**config.mk**
```make
export PLATFORM = sky130hd
export DESIGN_NAME = sw_nv_seq_detect
export DESIGN_NICKNAME = d
export VERILOG_FILES = /design/src/rtl/sw_nv_seq_detect.sv
export SDC_FILE = /design/constraint.sdc
export NUM_CORES = 1
export LEC_CHECK = 0
export ABC_AREA = 1
export CORE_ASPECT_RATIO = 0.8
export CORE_MARGIN = 2
export CORE_UTILIZATION = 35
export DETAILED_ROUTE_END_ITERATION = 10
export PLACE_DENSITY = 0.52
export SETUP_SLACK_MARGIN = 0.2
export SLEW_MARGIN = 20
export SYNTH_ARGS = -nofsm -noshare
export SYNTH_HDL_FRONTEND = slang
export SYNTH_SLANG_ARGS = --single-unit
```
**constraint.sdc**
```tcl
create_clock -name clk -period 1.8 [get_ports clk]
set_input_delay 0.27 -clock clk [delete_from_list [all_inputs] [get_ports clk]]
set_output_delay 0.27 -clock clk [all_outputs]
set_load 0.03 [all_outputs]
```
**src/rtl/sw_nv_seq_detect.sv**
```systemverilog
module sw_nv_seq_detect #(
  parameter int ADDR_W        = 15,
  parameter int STORE_CYCLES  = 2500000,
  parameter int RECALL_CYCLES = 5000
) (
  input  logic              clk,
  input  logic              rst_n,
  input  logic              acc_strobe,
  input  logic              acc_write,
  input  logic [ADDR_W-1:0] acc_addr,
  input  logic              supply_low,
  output logic              store_req,
  output logic              recall_req,
  output logic              port_off
);
  localparam int KEY_W = 14;
  localparam int MAX_CYC = (STORE_CYCLES > RECALL_CYCLES) ? STORE_CYCLES : RECALL_CYCLES;
  localparam int CNT_W = $clog2(MAX_CYC + 1);
  localparam logic [KEY_W-1:0] KEY_STORE  = 14'h0FC0;
  localparam logic [KEY_W-1:0] KEY_RECALL = 14'h0C63;

  function automatic logic [KEY_W-1:0] prefix_key(input logic [2:0] idx);
    case (idx)
      3'd0:    return 14'h0E38;
      3'd1:    return 14'h31C7;
      3'd2:    return 14'h03E0;
      3'd3:    return 14'h3C1F;
      default: return 14'h303F;
    endcase
  endfunction

  logic [2:0]       step;
  logic [CNT_W-1:0] cnt;
  logic [KEY_W-1:0] key;

  assign key = acc_addr[KEY_W-1:0];

  wire in_prefix = step < 3'd5;
  wire hit_pre   = in_prefix && (key == prefix_key(step));
  wire hit_store = !in_prefix && (key == KEY_STORE) && !supply_low;
  wire hit_rec   = !in_prefix && (key == KEY_RECALL);
  wire restart   = key == prefix_key(3'd0);

  always_ff @(posedge clk) begin
    if (!rst_n) begin
      step       <= '0;
      cnt        <= '0;
      store_req  <= 1'b0;
      recall_req <= 1'b0;
      port_off   <= 1'b0;
    end else begin
      store_req  <= 1'b0;
      recall_req <= 1'b0;
      if (port_off) begin
        if (cnt == '0) port_off <= 1'b0;
        else           cnt      <= cnt - 1'b1;
      end else if (acc_strobe) begin
        if (acc_write) begin
          step <= '0;
        end else if (hit_pre) begin
          step <= step + 1'b1;
        end else if (hit_store) begin
          step      <= '0;
          store_req <= 1'b1;
          port_off  <= 1'b1;
          cnt       <= CNT_W'(STORE_CYCLES - 1);
        end else if (hit_rec) begin
          step       <= '0;
          recall_req <= 1'b1;
          port_off   <= 1'b1;
          cnt        <= CNT_W'(RECALL_CYCLES - 1);
        end else begin
          step <= restart ? 3'd1 : 3'd0;
        end
      end
    end
  end

  assert_req_excl_R10: assert property (@(posedge clk) disable iff (!rst_n)
    !(store_req && recall_req));
  assert_store_pulse_R10: assert property (@(posedge clk) disable iff (!rst_n)
    store_req |=> !store_req);
  assert_recall_pulse_R10: assert property (@(posedge clk) disable iff (!rst_n)
    recall_req |=> !recall_req);
  assert_off_start_R6: assert property (@(posedge clk) disable iff (!rst_n)
    $rose(port_off) |-> (store_req || recall_req));
  assert_cnt_idle_R6: assert property (@(posedge clk) disable iff (!rst_n)
    !port_off |-> cnt == '0);
  assert_busy_idle_R7: assert property (@(posedge clk) disable iff (!rst_n)
    port_off |-> step == 3'd0);
  assert_store_gate_R9: assert property (@(posedge clk) disable iff (!rst_n)
    store_req |-> !$past(supply_low));
endmodule

```
==> qor.csv, run 1 <==
stage,metric,value,unit
setup_path,critical path class,flop to flop,
synth,synthesized area,0.00214,mm^2
sta,sum of negative setup slack,0,ps
drt,final antenna-violating net count,0,
sta,count of pins over their slew limit,0,
sta,unrepaired setup endpoints after global routing,yes,
drt,total routed wirelength,6400,um
sta,final hold violation count,0,
synth,"EDFF count, synth",0,
grt,residual overflow from global routing,0,
power_and_ir_drop,static leakage,1.64,nW
sta,period utilization,90.5,%
synth,most area-hungry cell type in the Yosys netlist,sky130_fd_sc_hd__dfxtp_1,
power_and_ir_drop,overall power consumption,1.16,mW
sta,# setup viols final,0,
drt,number of iterations in the first detailed-routing pass,4,
setup_path,delay of the slowest cell on the worst path,390,ps
cells_and_area,area overhead of the layout relative to synthesis,45.6,%
synth,synthesized netlist net count,381,
clock_network,clock tree root driver cell,sky130_fd_sc_hd__clkbuf_8,
synth,synthesized area divided by synthesized cell count,6.02,um^2
place,half-perimeter wire length after placement,4370,um
setup_path,"CP delay by family, top",simple AND/OR/NAND/NOR gates,
grt,largest net degree at the start of global routing,17,
cells_and_area,nets,442,
place,instance count after placement with tap cells included,478,
run_status,status,"finished, final reports clean",
drt,DRC marker count from the first detailed-route iteration,148,
cells_and_area,area of all placed cells without fillers,0.00311,mm^2
setup_path,peak fanout along the critical path,4,
synth,gate count of the mapped netlist,355,
setup_path,startpoint type of the worst setup path,flop,
clock_network,Max Buffers Root-to-Sink,2,
floorplan,io pins,23,
job,maximum capacitance violations,0,
cells_and_area,multi-input logic area,0.00159,mm^2
clock_network,sink count of the clock tree,28,
setup_path,CP bufs+invs,2,
synth,flip-flop and latch count after synthesis,28,
synth,sequential area share after synthesis,26.2,%
grt,antenna violations before repair,0,
setup_path,crit path DAT,1840,ps
cells_and_area,fraction of layout cells with a size suffix above 1,31.8,%
clock_network,number of levels the H-tree was split into,1,
drt,wire per inst,12.9,um
setup_path,Most common cell on crit path,sky130_fd_sc_hd__nand2_1,
sta,shortest clock period the worst path allows after layout,1630,ps
synth,async set or reset register ratio after synthesis,0,%
clock_network,CTS tree,done,
place,post-placement cell area,0.00263,mm^2
place,RD Place Congestion,0.824,
synth,fraction of post-synthesis cell area in the top cell type by area,26.2,%
power_and_ir_drop,clock network fraction of design power,35.1,%
synth,Syn. warnings,0,
floorplan,DIE AREA,0.00675,mm^2
clock_network,TritonCTS buffer count,3,
synth,synth unique cells,33,
setup_path,cell-by-cell listing of the critical path,ha_4 > ha_4 > inv_2 > nand2_2 > nand2_1 > nand2_1 > nand2_1 > inv_1 > nand2_1 > nor2_2 > nand2_2 > nand2_1 > nand3_1 > a21oi_1,
clock_network,clock latency at the later pin of the worst-skew pair,280,ps
synth,most frequently used flop master after synthesis,sky130_fd_sc_hd__dfxtp_1,
floorplan,number of core rows,25,
drt,residual DRC count,0,
cells_and_area,number of fillers in the final layout,587,
power_and_ir_drop,Int Pwr,881,uW
power_and_ir_drop,relative contribution of combinational cells to total power,11.8,%
grt,first-pass GRT wire length,10300,um
floorplan,starting utilization of the core area,36.2,%
cells_and_area,ANT cells,0,
synth,most common cell in the synthesized netlist,sky130_fd_sc_hd__nand2_1,
place,number of buffers inserted by port buffering,21,
cells_and_area,Layout Cells excl Fill,496,
clock_network,number of hold buffers added after cts,0,
sta,actual transition at the worst max-transition pin,466,ps
grt,via count of the first global-routing pass,2220,
setup_path,critical path required time,2010,ps
min_path,type of the most critical hold path,primary input to flop,
floorplan,Chip Height,73.9,um
setup_path,"Slowest-stage cell, CP",sky130_fd_sc_hd__dfxtp_4,
power_and_ir_drop,sw power,276,uW
drt,vias per std cell,4.85,
power_and_ir_drop,VDD IR-drop max,0.308,mV
sta,"crit path setup slack, layout",171,ps
power_and_ir_drop,Power Density,372,mW/mm^2
clock_network,clock slew at the register clock pins of the worst setup and hold paths,100,ps
drt,via count of the routed design,2408,
sta,maximum achievable frequency,0.614,GHz
sta,Rel. slew slack,68.8,%
synth,commonest cells in the synthesized netlist,"sky130_fd_sc_hd__nand2_1, sky130_fd_sc_hd__nor2_1, sky130_fd_sc_hd__inv_1",
power_and_ir_drop,sw frac,23.9,%
setup_path,internal reg-to-reg setup slack,170,ps
setup_path,element type at the critical path end,flop,
cells_and_area,sequential standard cell area,574,um^2
place,minimum setup slack after placement,-219,ps
sta,Fin Clk Skew,4.82,ps
synth,"top cells by area, synth","sky130_fd_sc_hd__dfxtp_1, sky130_fd_sc_hd__nand2_1, sky130_fd_sc_hd__nor2_1",
power_and_ir_drop,register share of total power,53.1,%
sta,worst hold slack across all endpoints,344,ps
floorplan,Die X-Extent,91.4,um
cells_and_area,final cell utilization of the core,52.7,%
grt,total global-route track usage,18.9,%
floorplan,area of the core,0.00591,mm^2
final cells by class:
cell class                 count  share of cell area, %
multi-input combinational    270                   51.1
timing repair buffer          61                   18.5
sequential                    28                   18.4
timing repair inverter         1                  0.281
tap                           81                   3.25
inverter                      51                   6.63
clock buffer                   4                   1.77
worst paths after layout:
check | startpoint | endpoint | depth (start not counted)
hold reg to reg | cnt[2] | cnt[2] | 2
setup / recovery | step[1] | step[0] | 14
hold / removal | acc_addr[0] | store_req | 4
setup reg to reg | step[1] | step[0] | 14
what timing repair did:
action / in CTS / in global routing
setup endpoints to repair: 28 / 28
gates resized for setup: 49 / 64
gates cloned: 0 / 3
pin swaps: 20 / 23
endpoints found under the hold margin: 0 / 0
setup buffers: 3 / 8
power by group through the flow:
| stage | registers (mW) | clock network [mW] | logic, mW |
|---|---|---|---|
| 4_1_cts | 0.616 | 0.427 | 0.128 |
| 5_1_grt | 0.615 | 0.434 | 0.151 |
| 3_3_place_gp | 0.633 | 0 | 0.127 |
| 6_report | 0.614 | 0.406 | 0.137 |
| 3_5_place_dp | 0.633 | 0 | 0.126 |
| 2_1_floorplan | 0.633 | 0 | 0.0405 |
per-layer routing:
layer | vias up | global-route usage [%] | share of wire (%)
met4 | 0 | 3.03 | 1.0
li1 | 1254 | - | -
met2 | 45 | 30.6 | 44
met5 | - | 0 | 0
met1 | 1101 | 27.1 | 50
met3 | 8 | 3.18 | 4.7
layout by cell type, fill, tap and decap left out, drive strengths merged:
cell type / instances
nand2: 83
nor2: 76
inv: 51
nand3: 39
buf: 39
dfxtp: 28
o21ai: 28
clkdlybuf4s50: 13
nor3: 9
nand4: 7
a21oi: 7
ha: 6
xor2: 5
clkbuf: 5
dlymetal6s2s: 4
dlygate4sd2: 4
nand3b: 3
nor4: 2
o21bai: 1
clkinv: 1
or2: 1
a21o: 1
xnor2: 1
nor3b: 1
cells by family after synthesis:
| logic type | share of synthesized area (%) |
|---|---|
| AND/OR/NAND/NOR | 46.8 |
| buffers and inverters | 12.0 |
| AO/OA/AOI/OAI | 9.07 |
| flip-flops | 26.2 |
| XOR/XNOR | 2.46 |
| adder cells (fa/ha/maj) | 3.51 |
worst reg2reg max path, stage by stage, from the launching register on:
cell	delay (ps)
sky130_fd_sc_hd__dfxtp_4	390
sky130_fd_sc_hd__ha_4	150
sky130_fd_sc_hd__ha_4	170
sky130_fd_sc_hd__inv_2	40
sky130_fd_sc_hd__nand2_2	60
sky130_fd_sc_hd__nand2_1	50
sky130_fd_sc_hd__nand2_1	50
sky130_fd_sc_hd__nand2_1	50
sky130_fd_sc_hd__inv_1	40
sky130_fd_sc_hd__nand2_1	50
sky130_fd_sc_hd__nor2_2	150
sky130_fd_sc_hd__nand2_2	90
sky130_fd_sc_hd__nand2_1	80
sky130_fd_sc_hd__nand3_1	80
sky130_fd_sc_hd__a21oi_1	120
state kept, by name (all words and copies together) (netlist names):
name,count
cnt,22
step,3
port_off,1
recall_req,1
store_req,1
Note: power is estimated with default switching activity, not from simulation.
==> run 2, diff against run 1 <==
--- a/config.mk
+++ b/config.mk
@@ -5,12 +5,12 @@
 export SDC_FILE = /design/constraint.sdc
 export NUM_CORES = 1
 export LEC_CHECK = 0
-export ABC_AREA = 1
+export ABC_AREA = 0
 export CORE_ASPECT_RATIO = 0.8
 export CORE_MARGIN = 2
 export CORE_UTILIZATION = 35
 export DETAILED_ROUTE_END_ITERATION = 10
-export PLACE_DENSITY = 0.52
+export PLACE_DENSITY = 0.54
 export SETUP_SLACK_MARGIN = 0.2
 export SLEW_MARGIN = 20
 export SYNTH_ARGS = -nofsm -noshare
==> constraint.sdc (replaced) <==
create_clock -name clk -period 1.36 [get_ports clk]
set_input_delay 0.204 -clock clk [delete_from_list [all_inputs] [get_ports clk]]
set_output_delay 0.204 -clock clk [all_outputs]
set_load 0.03 [all_outputs]
==> qor.csv, run 2 <==
stage,metric,value,unit
run_status,status,"complete, but fails checks",
run_status,failing checks,negative setup slack,
drt,number of iterations in the first detailed-routing pass,4,
floorplan,starting utilization of the core area,35.7,%
setup_path,peak fanout along the critical path,8,
sta,actual transition at the worst max-transition pin,415,ps
setup_path,critical path class,flop to flop,
sta,shortest clock period the worst path allows after layout,2300,ps
clock_network,sink count of the clock tree,28,
clock_network,clock tree root driver cell,sky130_fd_sc_hd__clkbuf_8,
power_and_ir_drop,static leakage,1.32,nW
synth,flip-flop and latch count after synthesis,28,
sta,# setup viols final,28,
sta,period utilization,169,%
clock_network,clock slew at the register clock pins of the worst setup and hold paths,100,ps
clock_network,TritonCTS buffer count,3,
cells_and_area,area overhead of the layout relative to synthesis,65.6,%
synth,fraction of post-synthesis cell area in the top cell type by area,29.2,%
clock_network,number of hold buffers added after cts,0,
synth,most area-hungry cell type in the Yosys netlist,sky130_fd_sc_hd__dfxtp_1,
place,half-perimeter wire length after placement,4630,um
power_and_ir_drop,register share of total power,55.5,%
floorplan,area of the core,0.00538,mm^2
setup_path,critical path required time,1530,ps
drt,via count of the routed design,2256,
floorplan,DIE AREA,0.00610,mm^2
setup_path,internal reg-to-reg setup slack,-940,ps
grt,total global-route track usage,21.8,%
grt,largest net degree at the start of global routing,16,
grt,via count of the first global-routing pass,2124,
synth,synthesized area divided by synthesized cell count,8.04,um^2
job,maximum capacitance violations,0,
drt,DRC marker count from the first detailed-route iteration,170,
place,RD Place Congestion,0.834,
floorplan,number of core rows,24,
drt,total routed wirelength,6460,um
cells_and_area,number of fillers in the final layout,470,
grt,residual overflow from global routing,0,
clock_network,CTS tree,done,
setup_path,startpoint type of the worst setup path,flop,
synth,gate count of the mapped netlist,239,
sta,"crit path setup slack, layout",-936,ps
power_and_ir_drop,overall power consumption,1.47,mW
sta,maximum achievable frequency,0.436,GHz
cells_and_area,ANT cells,0,
cells_and_area,fraction of layout cells with a size suffix above 1,45.7,%
clock_network,Max Buffers Root-to-Sink,2,
synth,sequential area share after synthesis,29.2,%
cells_and_area,register ranked first by flip-flop count,cnt,
sta,unrepaired setup endpoints after global routing,yes,
power_and_ir_drop,Int Pwr,1.13,mW
clock_network,number of levels the H-tree was split into,1,
setup_path,element type at the critical path end,flop,
drt,residual DRC count,0,
synth,async set or reset register ratio after synthesis,0,%
sta,Fin Clk Skew,2.66,ps
power_and_ir_drop,relative contribution of combinational cells to total power,12.1,%
power_and_ir_drop,clock network fraction of design power,32.4,%
drt,vias per std cell,5.56,
sta,final hold violation count,0,
power_and_ir_drop,VDD IR-drop max,0.360,mV
floorplan,Chip Height,70.3,um
synth,"top cells by area, synth","sky130_fd_sc_hd__dfxtp_1, sky130_fd_sc_hd__nor3_1, sky130_fd_sc_hd__ha_1",
sta,count of pins over their slew limit,0,
cells_and_area,biggest regs,"cnt: 22 flops, step: 3 flops",
place,instance count after placement with tap cells included,394,
cells_and_area,"flip-flop count of the largest register, all copies and words added",22,
cells_and_area,nets,368,
power_and_ir_drop,sw frac,23.2,%
setup_path,crit path DAT,2470,ps
synth,synthesized area,0.00192,mm^2
sta,Rel. slew slack,72.1,%
synth,commonest cells in the synthesized netlist,"sky130_fd_sc_hd__dfxtp_1, sky130_fd_sc_hd__nor3_1, sky130_fd_sc_hd__nand2_1",
cells_and_area,Layout Cells excl Fill,406,
synth,most common cell in the synthesized netlist,sky130_fd_sc_hd__dfxtp_1,
power_and_ir_drop,sw power,341,uW
floorplan,io pins,23,
clock_network,clock latency at the later pin of the worst-skew pair,270,ps
drt,wire per inst,15.9,um
synth,synthesized netlist net count,265,
floorplan,Die X-Extent,86.8,um
min_path,type of the most critical hold path,flop to flop,
cells_and_area,"leading cell type in the layout, fill and taps excluded",sky130_fd_sc_hd__buf_4,
cells_and_area,"commonest cells after routing, fill and taps aside","sky130_fd_sc_hd__buf_4, sky130_fd_sc_hd__dfxtp_1, sky130_fd_sc_hd__nand2_1, sky130_fd_sc_hd__nor3_1, sky130_fd_sc_hd__clkdlybuf4s50_1",
cells_and_area,sequential standard cell area,572,um^2
synth,synth unique cells,62,
grt,first-pass GRT wire length,10600,um
synth,most frequently used flop master after synthesis,sky130_fd_sc_hd__dfxtp_1,
cells_and_area,multi-input logic area,0.00153,mm^2
grt,antenna violations before repair,0,
synth,"EDFF count, synth",0,
drt,final antenna-violating net count,0,
power_and_ir_drop,Power Density,462,mW/mm^2
place,number of buffers inserted by port buffering,21,
synth,Syn. warnings,0,
==> run 2: cell count changes after synthesis, moves of 5 or more <==
cell,before,now
sky130_fd_sc_hd__a21oi_1,7,13
sky130_fd_sc_hd__nor3_1,5,26
sky130_fd_sc_hd__inv_1,49,7
sky130_fd_sc_hd__xor2_1,5,0
sky130_fd_sc_hd__nor2_2,5,0
sky130_fd_sc_hd__nand3_1,36,8
sky130_fd_sc_hd__o21ai_0,24,13
sky130_fd_sc_hd__a31oi_1,0,6
sky130_fd_sc_hd__nand2_1,79,18
sky130_fd_sc_hd__a32o_1,0,5
sky130_fd_sc_hd__nor2_1,70,14
==> run 2: layout make-up <==
type,instances,area share (%)
Tap cell,65,2.56
Multi-Input combinational cell,192,48.0
Sequential cell,28,18.0
Timing Repair Buffer,109,29.0
Inverter,8,1.10
Clock buffer,4,1.42
==> run 2: per-layer routing <==
metal	track usage, %	share of wire, %	up-vias	routed length [um]
li1	-	-	1143	-
met1	35.3	51	1053	3330
met2	30.6	42	56	2690
met3	3.43	6.3	4	406
met4	2.78	0.56	0	36
met5	0	0	-	0
==> run 2: stage by stage <==
stage                     hold WS (ps)  worst slack, ps  utilization (%)  area, um^2  setup TNS (ps)
final                              543             -936             59.2        3180          -21900
after global placement             524             -934             53.6        2880          -23740
after floorplan                    366            -1010                -        2060          -21890
after global routing               566            -1020             59.2        3180          -24160
after CTS                          545             -931             58.4        3140          -21810
after detailed placement           521             -986             53.6        2880          -24440
==> run 2: logic make-up after synthesis <==
group	Yosys count	synth area share, %
buf+inv	20	4.89
fa+ha+maj	6	3.91
compound gates	76	29.6
simple gates	106	30.7
mux	3	1.63
flops	28	29.2
==> run 2: power groups by stage <==
| stage | combinational [mW] | sequential, mW | clock (mW) |
|---|---|---|---|
| 2_1_floorplan | 0.0461 | 0.834 | 0 |
| 3_3_place_gp | 0.175 | 0.834 | 0 |
| 3_5_place_dp | 0.175 | 0.834 | 0 |
| 4_1_cts | 0.177 | 0.815 | 0.485 |
| 5_1_grt | 0.192 | 0.815 | 0.516 |
| 6_report | 0.178 | 0.815 | 0.475 |
==> run 2: worst paths after layout <==
| kind | from | end | cells past startpoint |
|---|---|---|---|
| min | cnt[0] | cnt[0] | 2 |
| max | cnt[1] | cnt[4] | 8 |
| min reg2reg | cnt[0] | cnt[0] | 2 |
| max reg2reg | cnt[1] | cnt[4] | 8 |
==> run 2: critical path, cell delays in order, from the launching register on <==
cell and delay [ps]:
sky130_fd_sc_hd__dfxtp_2 330, sky130_fd_sc_hd__inv_2 60, sky130_fd_sc_hd__ha_4 130, sky130_fd_sc_hd__or4b_4 460, sky130_fd_sc_hd__or4_4 490, sky130_fd_sc_hd__o31ai_4 220, sky130_fd_sc_hd__buf_6 170, sky130_fd_sc_hd__nand2_8 90
sky130_fd_sc_hd__o2111a_1 250
==> run 2: repair_timing <==
action | CTS | global route
endpoints found under the setup margin | 31 | 30
resized for setup | 32 | 8
setup buffers | 5 | 1
cloned | 2 | 0
pin swaps | 13 | 6
==> run 3, diff against run 2 <==
--- a/config.mk
+++ b/config.mk
@@ -5,7 +5,6 @@
 export SDC_FILE = /design/constraint.sdc
 export NUM_CORES = 1
 export LEC_CHECK = 0
-export ABC_AREA = 0
 export CORE_ASPECT_RATIO = 0.8
 export CORE_MARGIN = 2
 export CORE_UTILIZATION = 35
==> results of run 3 <==
The final DEF is identical to that of run 2; final timing and power are the same.
